## src/rtl/ddr_pixel_capture.sv

```systemverilog
module ddr_pixel_capture (
  input  logic        clk,
  input  logic        rst_n,
  input  logic        sync,
  input  logic [1:0]  fmt_sel,
  input  logic [7:0]  pd,
  output logic [23:0] pix_out,
  output logic        pix_vld
);

  localparam logic [1:0] F_RGB15  = 2'd0;
  localparam logic [1:0] F_RGB16  = 2'd1;
  localparam logic [1:0] F_YC_DDR = 2'd2;
  localparam logic [1:0] F_YC_SDR = 2'd3;

  logic [7:0] fall_q;
  logic [1:0] fmt_q, ph_q;
  logic [7:0] cb_q, cr_q, y_q;
  logic       y1_pend;

  always_ff @(negedge clk or negedge rst_n)
    if (!rst_n) fall_q <= '0;
    else        fall_q <= pd;

  wire [15:0] rgb15 = {1'b0, pd[6:2], pd[1:0], fall_q[7:5], fall_q[4:0]};
  wire [15:0] rgb16 = {pd[7:3], pd[2:0], fall_q[7:5], fall_q[4:0]};

  always_ff @(posedge clk or negedge rst_n) begin
    if (!rst_n) begin
      fmt_q   <= F_RGB15;
      ph_q    <= '0;
      cb_q    <= '0;
      cr_q    <= '0;
      y_q     <= '0;
      y1_pend <= 1'b0;
      pix_out <= '0;
      pix_vld <= 1'b0;
    end else if (sync) begin
      fmt_q   <= fmt_sel;
      ph_q    <= '0;
      y1_pend <= 1'b0;
      pix_vld <= 1'b0;
    end else begin
      unique case (fmt_q)
        F_RGB15: begin
          pix_vld <= 1'b1;
          pix_out <= {8'h00, rgb15};
        end
        F_RGB16: begin
          pix_vld <= 1'b1;
          pix_out <= {8'h00, rgb16};
        end
        F_YC_DDR: begin
          ph_q[0] <= ~ph_q[0];
          if (!ph_q[0]) begin
            pix_vld <= y1_pend;
            if (y1_pend) pix_out <= {y_q, cb_q, cr_q};
            cb_q <= fall_q;
            y_q  <= pd;
          end else begin
            pix_vld <= 1'b1;
            pix_out <= {y_q, cb_q, fall_q};
            cr_q    <= fall_q;
            y_q     <= pd;
            y1_pend <= 1'b1;
          end
        end
        F_YC_SDR: begin
          ph_q <= ph_q + 2'd1;
          unique case (ph_q)
            2'd0: begin cb_q <= pd; pix_vld <= 1'b0; end
            2'd1: begin y_q  <= pd; pix_vld <= 1'b0; end
            2'd2: begin
              cr_q    <= pd;
              pix_vld <= 1'b1;
              pix_out <= {y_q, cb_q, pd};
            end
            default: begin
              pix_vld <= 1'b1;
              pix_out <= {pd, cb_q, cr_q};
            end
          endcase
        end
        default: pix_vld <= 1'b0;
      endcase
    end
  end

  assert_sync_blanks_R3: assert property (@(posedge clk) disable iff (!rst_n)
    sync |=> !pix_vld);

  assert_fmt_hold_R2: assert property (@(posedge clk) disable iff (!rst_n)
    !sync |=> $stable(fmt_q));

  assert_rgb_every_edge_R6: assert property (@(posedge clk) disable iff (!rst_n)
    (!fmt_q[1] && !sync) |=> pix_vld);

  assert_rgb_upper_zero_R6: assert property (@(posedge clk) disable iff (!rst_n)
    (pix_vld && !fmt_q[1]) |-> (pix_out[23:16] == 8'h00));

  assert_rgb15_top_clear_R4: assert property (@(posedge clk) disable iff (!rst_n)
    (pix_vld && fmt_q == F_RGB15) |-> !pix_out[15]);

  assert_ddr_stream_R9: assert property (@(posedge clk) disable iff (!rst_n)
    (fmt_q == F_YC_DDR && pix_vld && !sync) |=> pix_vld);

  assert_sdr_gap_R8: assert property (@(posedge clk) disable iff (!rst_n)
    (fmt_q == F_YC_SDR && pix_vld && $past(pix_vld) && !sync) |=> !pix_vld);

  assert_sdr_chroma_shared_R8: assert property (@(posedge clk) disable iff (!rst_n)
    (fmt_q == F_YC_SDR && pix_vld && $past(pix_vld)) |-> (pix_out[15:0] == $past(pix_out[15:0])));

endmodule

```

## config.mk

```make
export PLATFORM = sky130hd
export DESIGN_NAME = ddr_pixel_capture
export DESIGN_NICKNAME = d
export VERILOG_FILES = /design/src/rtl/ddr_pixel_capture.sv
export SDC_FILE = /design/constraint.sdc
export NUM_CORES = 1
export LEC_CHECK = 0
export BUFFER_PORTS_ARGS = -buffer_cell sky130_fd_sc_hd__buf_2
export CORE_MARGIN = 2
export CORE_UTILIZATION = 57
export DETAILED_ROUTE_END_ITERATION = 7
export HOLD_SLACK_MARGIN = 0.1
export MAX_ROUTING_LAYER = met4
export PLACE_DENSITY_LB_ADDON = 0.3
export SLEW_MARGIN = 20
export SYNTH_ARGS = -nofsm -noshare
export SYNTH_HDL_FRONTEND = slang
export SYNTH_SLANG_ARGS = --single-unit
```

## constraint.sdc

```tcl
create_clock -name clk -period 3.2 [get_ports clk]
set_input_delay 0.16 -clock clk [delete_from_list [all_inputs] [get_ports clk]]
set_output_delay 0.16 -clock clk [all_outputs]
set_load 0.02 [all_outputs]
```

==> results of run 1 <==
==> flip-flops by register name, summed over array words and instances (netlist names) <==
| name | cells |
|---|---|
| y1_pend | 1 |
| cb_q | 8 |
| pix_out | 24 |
| fmt_q | 2 |
| ph_q | 2 |
| pix_vld | 1 |
| fall_q | 8 |
| cr_q | 8 |
| y_q | 8 |
==> routing by layer <==
metal  GRT usage (%)  part of all wire, %  routed length, um
met5               -                    0                  0
met4            10.0                  1.5                 98
met3            4.27                  3.8                245
met1            32.5                   45               2910
met2            39.0                   50               3260
==> cell type report <==
cell class	count	area [um^2]	area share [%]
Multi-Input combinational cell	149	1340	38.4
Timing Repair Buffer	51	310	8.90
Sequential cell	62	1550	44.5
Clock inverter	1	5.00	0.143
Inverter	6	27.5	0.789
Clock buffer	15	166	4.77
Tap cell	70	87.6	2.51
==> worst register-to-register path: cells and delay by family, from the launching register on <==
family | cells | cell delay (ns)
DFF | 1 | 0.36
muxes | 2 | 0.54
==> logic make-up after synthesis <==
group | share of synthesized area, %
DFF | 51.7
muxes | 23.8
xor gates and xnor gates | 0.292
and+or+nand+nor | 5.96
adders and majority gates | 1.67
buffers and inverters | 3.67
AOI/OAI and AO/OA | 12.9
==> worst paths after layout <==
| kind | endpoint | slack (ns) | depth (start not counted) | start |
|---|---|---|---|---|
| setup / recovery | cr_q[6]$_DFFE_PN0P_ | 0.59 | 2 | fall_q[6]$_DFF_NN0_ |
| max in group asynchronous | fall_q[1]$_DFF_NN0_ | 0.95 | 3 | rst_n |
| min in group asynchronous | cb_q[2]$_DFFE_PN0P_ | 0.28 | 2 | rst_n |
| setup reg to reg | cr_q[6]$_DFFE_PN0P_ | 0.59 | 2 | fall_q[6]$_DFF_NN0_ |
| hold reg to reg | pix_out[23]$_DFFE_PN0P_ | 0.50 | 2 | pix_out[23]$_DFFE_PN0P_ |
| hold / removal | y_q[7]$_DFFE_PN0P_ | 0.16 | 2 | pd[7] |
==> synth_stat cells <==
library cell,instances
a21o_1,3
a21oi_1,2
a2bb2oi_1,7
a31oi_1,15
a32oi_1,4
and3b_1,1
buf_1,2
buf_2,3
buf_6,3
clkbuf_1,7
clkinv_1,1
dfrtn_1,8
dfrtp_1,54
ha_1,4
inv_1,4
inv_6,1
mux2_2,47
mux2_4,1
mux2i_1,17
nand2_1,8
nand2b_1,2
nand3_1,1
nand3_4,1
nand3b_1,2
nor2_1,4
nor2b_1,3
nor3_2,1
nor4b_2,1
nor4bb_1,1
o211a_1,1
o211ai_2,1
o21a_1,1
o21ai_0,1
o31ai_1,16
o32a_1,1
or4_1,1
or4b_4,1
xnor2_1,1
==> per-stage QoR <==
stage / hold slack [ns] / utilization [%] / instances / setup slack (ns)
finish: 0.158 / 68.3 / 354 / 0.591
global route: 0.150 / 68.3 / 354 / 0.571
CTS: 0.147 / 68.3 / 354 / 0.595
detailed placement: 0.101 / 64.4 / 335 / 0.582
global placement: 0.105 / 64.4 / 335 / 0.614
floorplan: -0.136 / - / 232 / 0.635
==> power by group <==
group	switching (mW)	internal, mW
sequential	0.128	0.996
combinational	0.369	0.347
clock	0.279	0.324
total	0.776	1.67
==> flow_summary_export.csv, run 1 <==
group,metric,value,unit
cts,cts_buffer_depth,2,
logic_synthesis,synth_area,3000,um^2
floorplan,start_util,58.8,%
setup_path,crit_path_max_fanout,3,
cts,cts_tree,"done",
power_and_ir_drop,leakagePower,1.55,nW
global_routing,grt_start_max_net_pins,22,
cts,cts-root-buf,"clkbuf_8",
route,antenna_left,0,
cts,cts_buffers,9,
sta,slew_viol_final,0,
cts,h-tree-depth,3,
route,firstDrtPassIters,4,
logic_synthesis,ys_seq_elements,62,
logic_synthesis,yosys.area.top_type_share,45.0,%
route,wl_per_cell,18.4,um
logic_synthesis,synth_fp_nets,249,
logic_synthesis,syn_area_per_cell,12.9,um^2
logic_synthesis,yosysWarnings,0,
global_routing,grt_pass1_vias,2070,
route,route.detailed.drc,0,
finish,mostFrequentLayoutCells,"54 x dfrtp_1, 47 x mux2_2, 37 x buf_2, 17 x mux2i_1, 16 x o31ai_1",
placed_design,placed_area,3290,um^2
setup_path,critPathSlowestCell,"dfrtn_1",
cts,cts.repair.resized,0,
cts,hold_buffers,3,
logic_synthesis,synth_cell_type_count,38,
logic_synthesis,yosys.area.top_type,"dfrtp_1",
floorplan,die_w,76.6,um
cts,cts_setup_buffers,0,
global_routing,antenna_found_initial,0,
sta,slew_headroom,39.4,%
route,num_vias,2099,
floorplan,io_pins,38,
logic_synthesis,ys_seq_area_share,51.7,%
setup_path,endpoint_kind,"flop",
global_routing,grt_overflow,0,
placed_design,gp_congestion,0.820,
setup_path,crit_family,"multiplexers",
placed_design,dpl.hpwl,4480,um
floorplan,rows,26,
flow_run,max-cap-violations,0,
sta,finClkSkew,0.0112,ns
route,drtIter0Drc,116,
route,routed_wl,6510,um
route,via_per_inst,5.93,
cts,clkTransAtPathRegs,0.06,ns
floorplan,core,5110,um^2
power_and_ir_drop,peakVddDrop,375,uV
sta,fin_setup_tns,0,ns
setup_path,path_buf_inv,0,
finish,nets,296,
global_routing,grt_pass1_wl,10800,um
cts,clk_latency,0.33,ns
setup_path,cp.required,3.42,ns
power_and_ir_drop,p_per_area,700,nW/um^2
global_routing,track_usage,24.9,%
logic_synthesis,synth_area_leaders,"dfrtp_1 45%, mux2_2 18%, dfrtn_1 6.7%, mux2i_1 5.7%, o31ai_1 4.0%",
setup_path,critPathKind,"reg -> reg",
setup_path,startpoint_type,"flop",
setup_path,critPathMaxStageDelay,0.36,ns
setup_path,path_cells,"mux2_2 > mux2_2",
finish,final_common_cell,"dfrtp_1",
sta,tightest_slew,0.904,ns
setup_path,worst_ep_arrival_time,2.83,ns
min_path,hp-class,"in -> reg",
placed_design,portBuffers,37,
power_and_ir_drop,total_power,2.44,mW
finish,drive_above_1_share,40.1,%
finish,area_delta_synth_final,16.2,%
sta,rsz0062_at_grt,"false",
floorplan,die-area,5860,um^2
setup_path,crit_top_cell,"mux2_2",
status,outcome,"finished, final reports clean",
sta,finalHoldViolCount,0,
finish,n_antenna_cell,0,
logic_synthesis,syn_inst,232,
cts,cts_sinks,62,
sta,setup_viol,0,
finish,design_area,3490,um^2
finish,fillers,394,
floorplan,chipHeight,76.6,um
No activity file was read; power rests on OpenSTA's default activity.
==> inputs of run 2 (changes only) <==
==> constraint.sdc (replaced) <==
create_clock -name clk -period 2.5 [get_ports clk]
set_input_delay 0.125 -clock clk [delete_from_list [all_inputs] [get_ports clk]]
set_output_delay 0.125 -clock clk [all_outputs]
set_load 0.02 [all_outputs]
==> run 2 against run 1 <==
Compared with the run above:
- clock-buffer cell count is 1 lower
- via count is 2.2% higher
- die area stayed put
- sequential cell count stayed put
- non-clock buffer count is 5 higher
- largest power group unchanged
- highest routed layer unchanged
==> flow_summary_export.csv, run 2 (synthesis gave the netlist of run 1 again) <==
group,metric,value,unit
setup_path,critPathKind,"reg -> reg",
floorplan,io_pins,38,
setup_path,rr_startpoint,"fall_q[4]$_DFF_NN0_",
floorplan,chipHeight,76.6,um
setup_path,r2r_end,"cb_q[4]$_DFFE_PN0P_",
finish,mostFrequentLayoutCells,"54 x dfrtp_1, 47 x mux2_2, 37 x buf_2, 17 x mux2i_1, 16 x o31ai_1",
setup_path,crit_family,"multiplexers",
sta,slew_viol_final,0,
cts,cts_buffers,9,
global_routing,track_usage,25.5,%
finish,n_antenna_cell,0,
route,via_per_inst,5.97,
sta,tightest_slew,0.840,ns
finish,drive_above_1_share,41.5,%
min_path,hp-class,"in -> reg",
route,route.detailed.drc,0,
power_and_ir_drop,leakagePower,1.59,nW
finish,fillers,378,
floorplan,rows,26,
sta,slew_headroom,43.8,%
route,firstDrtPassIters,4,
setup_path,path_buf_inv,0,
finish,largest_reg_flops,24,
setup_path,crit_cells,2,
placed_design,placed_area,3300,um^2
finish,nets,301,
finish,design_area,3570,um^2
floorplan,core,5110,um^2
setup_path,rrSetupSlack,0.22,ns
status,outcome,"finished, final reports clean",
setup_path,rr_worst_depth,2,
setup_path,startpoint_type,"flop",
placed_design,portBuffers,37,
cts,cts_sinks,62,
global_routing,grt_start_max_net_pins,26,
finish,largest-register,"pix_out",
setup_path,endpoint_kind,"flop",
min_path,min_from,"pd[4]",
setup_path,worst_ep_arrival_time,2.50,ns
setup_path,critPathLaunch,"fall_q[4]$_DFF_NN0_",
setup_path,critPathSlowestCell,"dfrtn_1",
placed_design,gp_congestion,0.849,
cts,cts_buffer_depth,2,
sta,setup_viol,0,
cts,cts-root-buf,"clkbuf_8",
cts,cts_tree,"done",
route,num_vias,2145,
sta,rsz0062_at_grt,"false",
cts,cts.repair.resized,0,
route,routed_wl,6680,um
setup_path,cp-endpoint,"cb_q[4]$_DFFE_PN0P_",
finish,multi_input_area,1340,um^2
finish,final_common_cell,"dfrtp_1",
setup_path,crit_path_max_fanout,3,
power_and_ir_drop,peakVddDrop,514,uV
setup_path,path_cells,"mux2_2 > mux2_2",
flow_run,max-cap-violations,0,
route,wl_per_cell,18.6,um
finish,area_delta_synth_final,18.8,%
setup_path,crit_top_cell,"mux2_2",
finish,ff_latch_area,1550,um^2
sta,finalHoldViolCount,0,
route,drtIter0Drc,164,
route,antenna_left,0,
cts,h-tree-depth,3,
setup_path,critPathMaxStageDelay,0.36,ns
sta,finClkSkew,0.0155,ns
global_routing,grt_pass1_wl,11100,um
global_routing,grt_pass1_vias,2205,
cts,clk_latency,0.34,ns
floorplan,die_w,76.6,um
setup_path,cp.required,2.72,ns
power_and_ir_drop,p_per_area,932,nW/um^2
cts,clkTransAtPathRegs,0.07,ns
power_and_ir_drop,total_power,3.32,mW
global_routing,grt_overflow,0,
floorplan,start_util,58.8,%
placed_design,dpl.hpwl,4480,um
global_routing,antenna_found_initial,0,
floorplan,die-area,5860,um^2
sta,fin_setup_tns,0,ns
-- run 2: cell type report --
class,count,area share [%]
sequential,62,43.5
clock buffer,14,5.12
multi-input combinational,149,37.6
inverter,6,0.772
tap,70,2.46
timing repair buffer,56,9.54
clock inverter,2,1.05
-- run 2: stage by stage --
step	utilization (%)	setup WS (ns)	hold slack [ns]	cells
after floorplan	-	0.128	-0.171	232
after global routing	69.8	0.208	0.125	359
after CTS	69.8	0.229	0.105	359
after detailed placement	64.6	0.234	0.144	338
final	69.8	0.222	0.109	359
after global placement	64.6	0.256	0.142	338
-- run 2: where the power goes --
part / switching (mW) / internal, mW
Sequential: 0.162 / 1.27
Combinational: 0.478 / 0.451
Clock: 0.389 / 0.570
Total: 1.03 / 2.30
-- run 2: how the worst min path moves through the flow --
stage | end | slack, ns | cells past startpoint
after CTS | y_q[4]$_DFFE_PN0P_ | 0.10 | 2
after floorplan | cb_q[0]$_DFFE_PN0P_ | -0.17 | 0
after global routing | y_q[1]$_DFFE_PN0P_ | 0.12 | 2
final | y_q[4]$_DFFE_PN0P_ | 0.11 | 2
after detailed placement | y_q[2]$_DFFE_PN0P_ | 0.14 | 1
after global placement | y_q[5]$_DFFE_PN0P_ | 0.14 | 1
-- run 2: what timing repair did --
action                                  in CTS  in global routing
buffers inserted                             0                  0
hold endpoints to repair                    17                  0
endpoints found under the setup margin       0                  0
hold buffers                                 5                  0
-- run 2: metal layers --
| metal | vias to the layer above | wire length [um] | global-route usage (%) |
|---|---|---|---|
| met4 | 0 | 225 | 12.9 |
| li1 | 984 | - | - |
| met1 | 1074 | 3030 | 32.7 |
| met5 | - | 0 | - |
| met2 | 69 | 3130 | 39.4 |
| met3 | 18 | 297 | 4.27 |
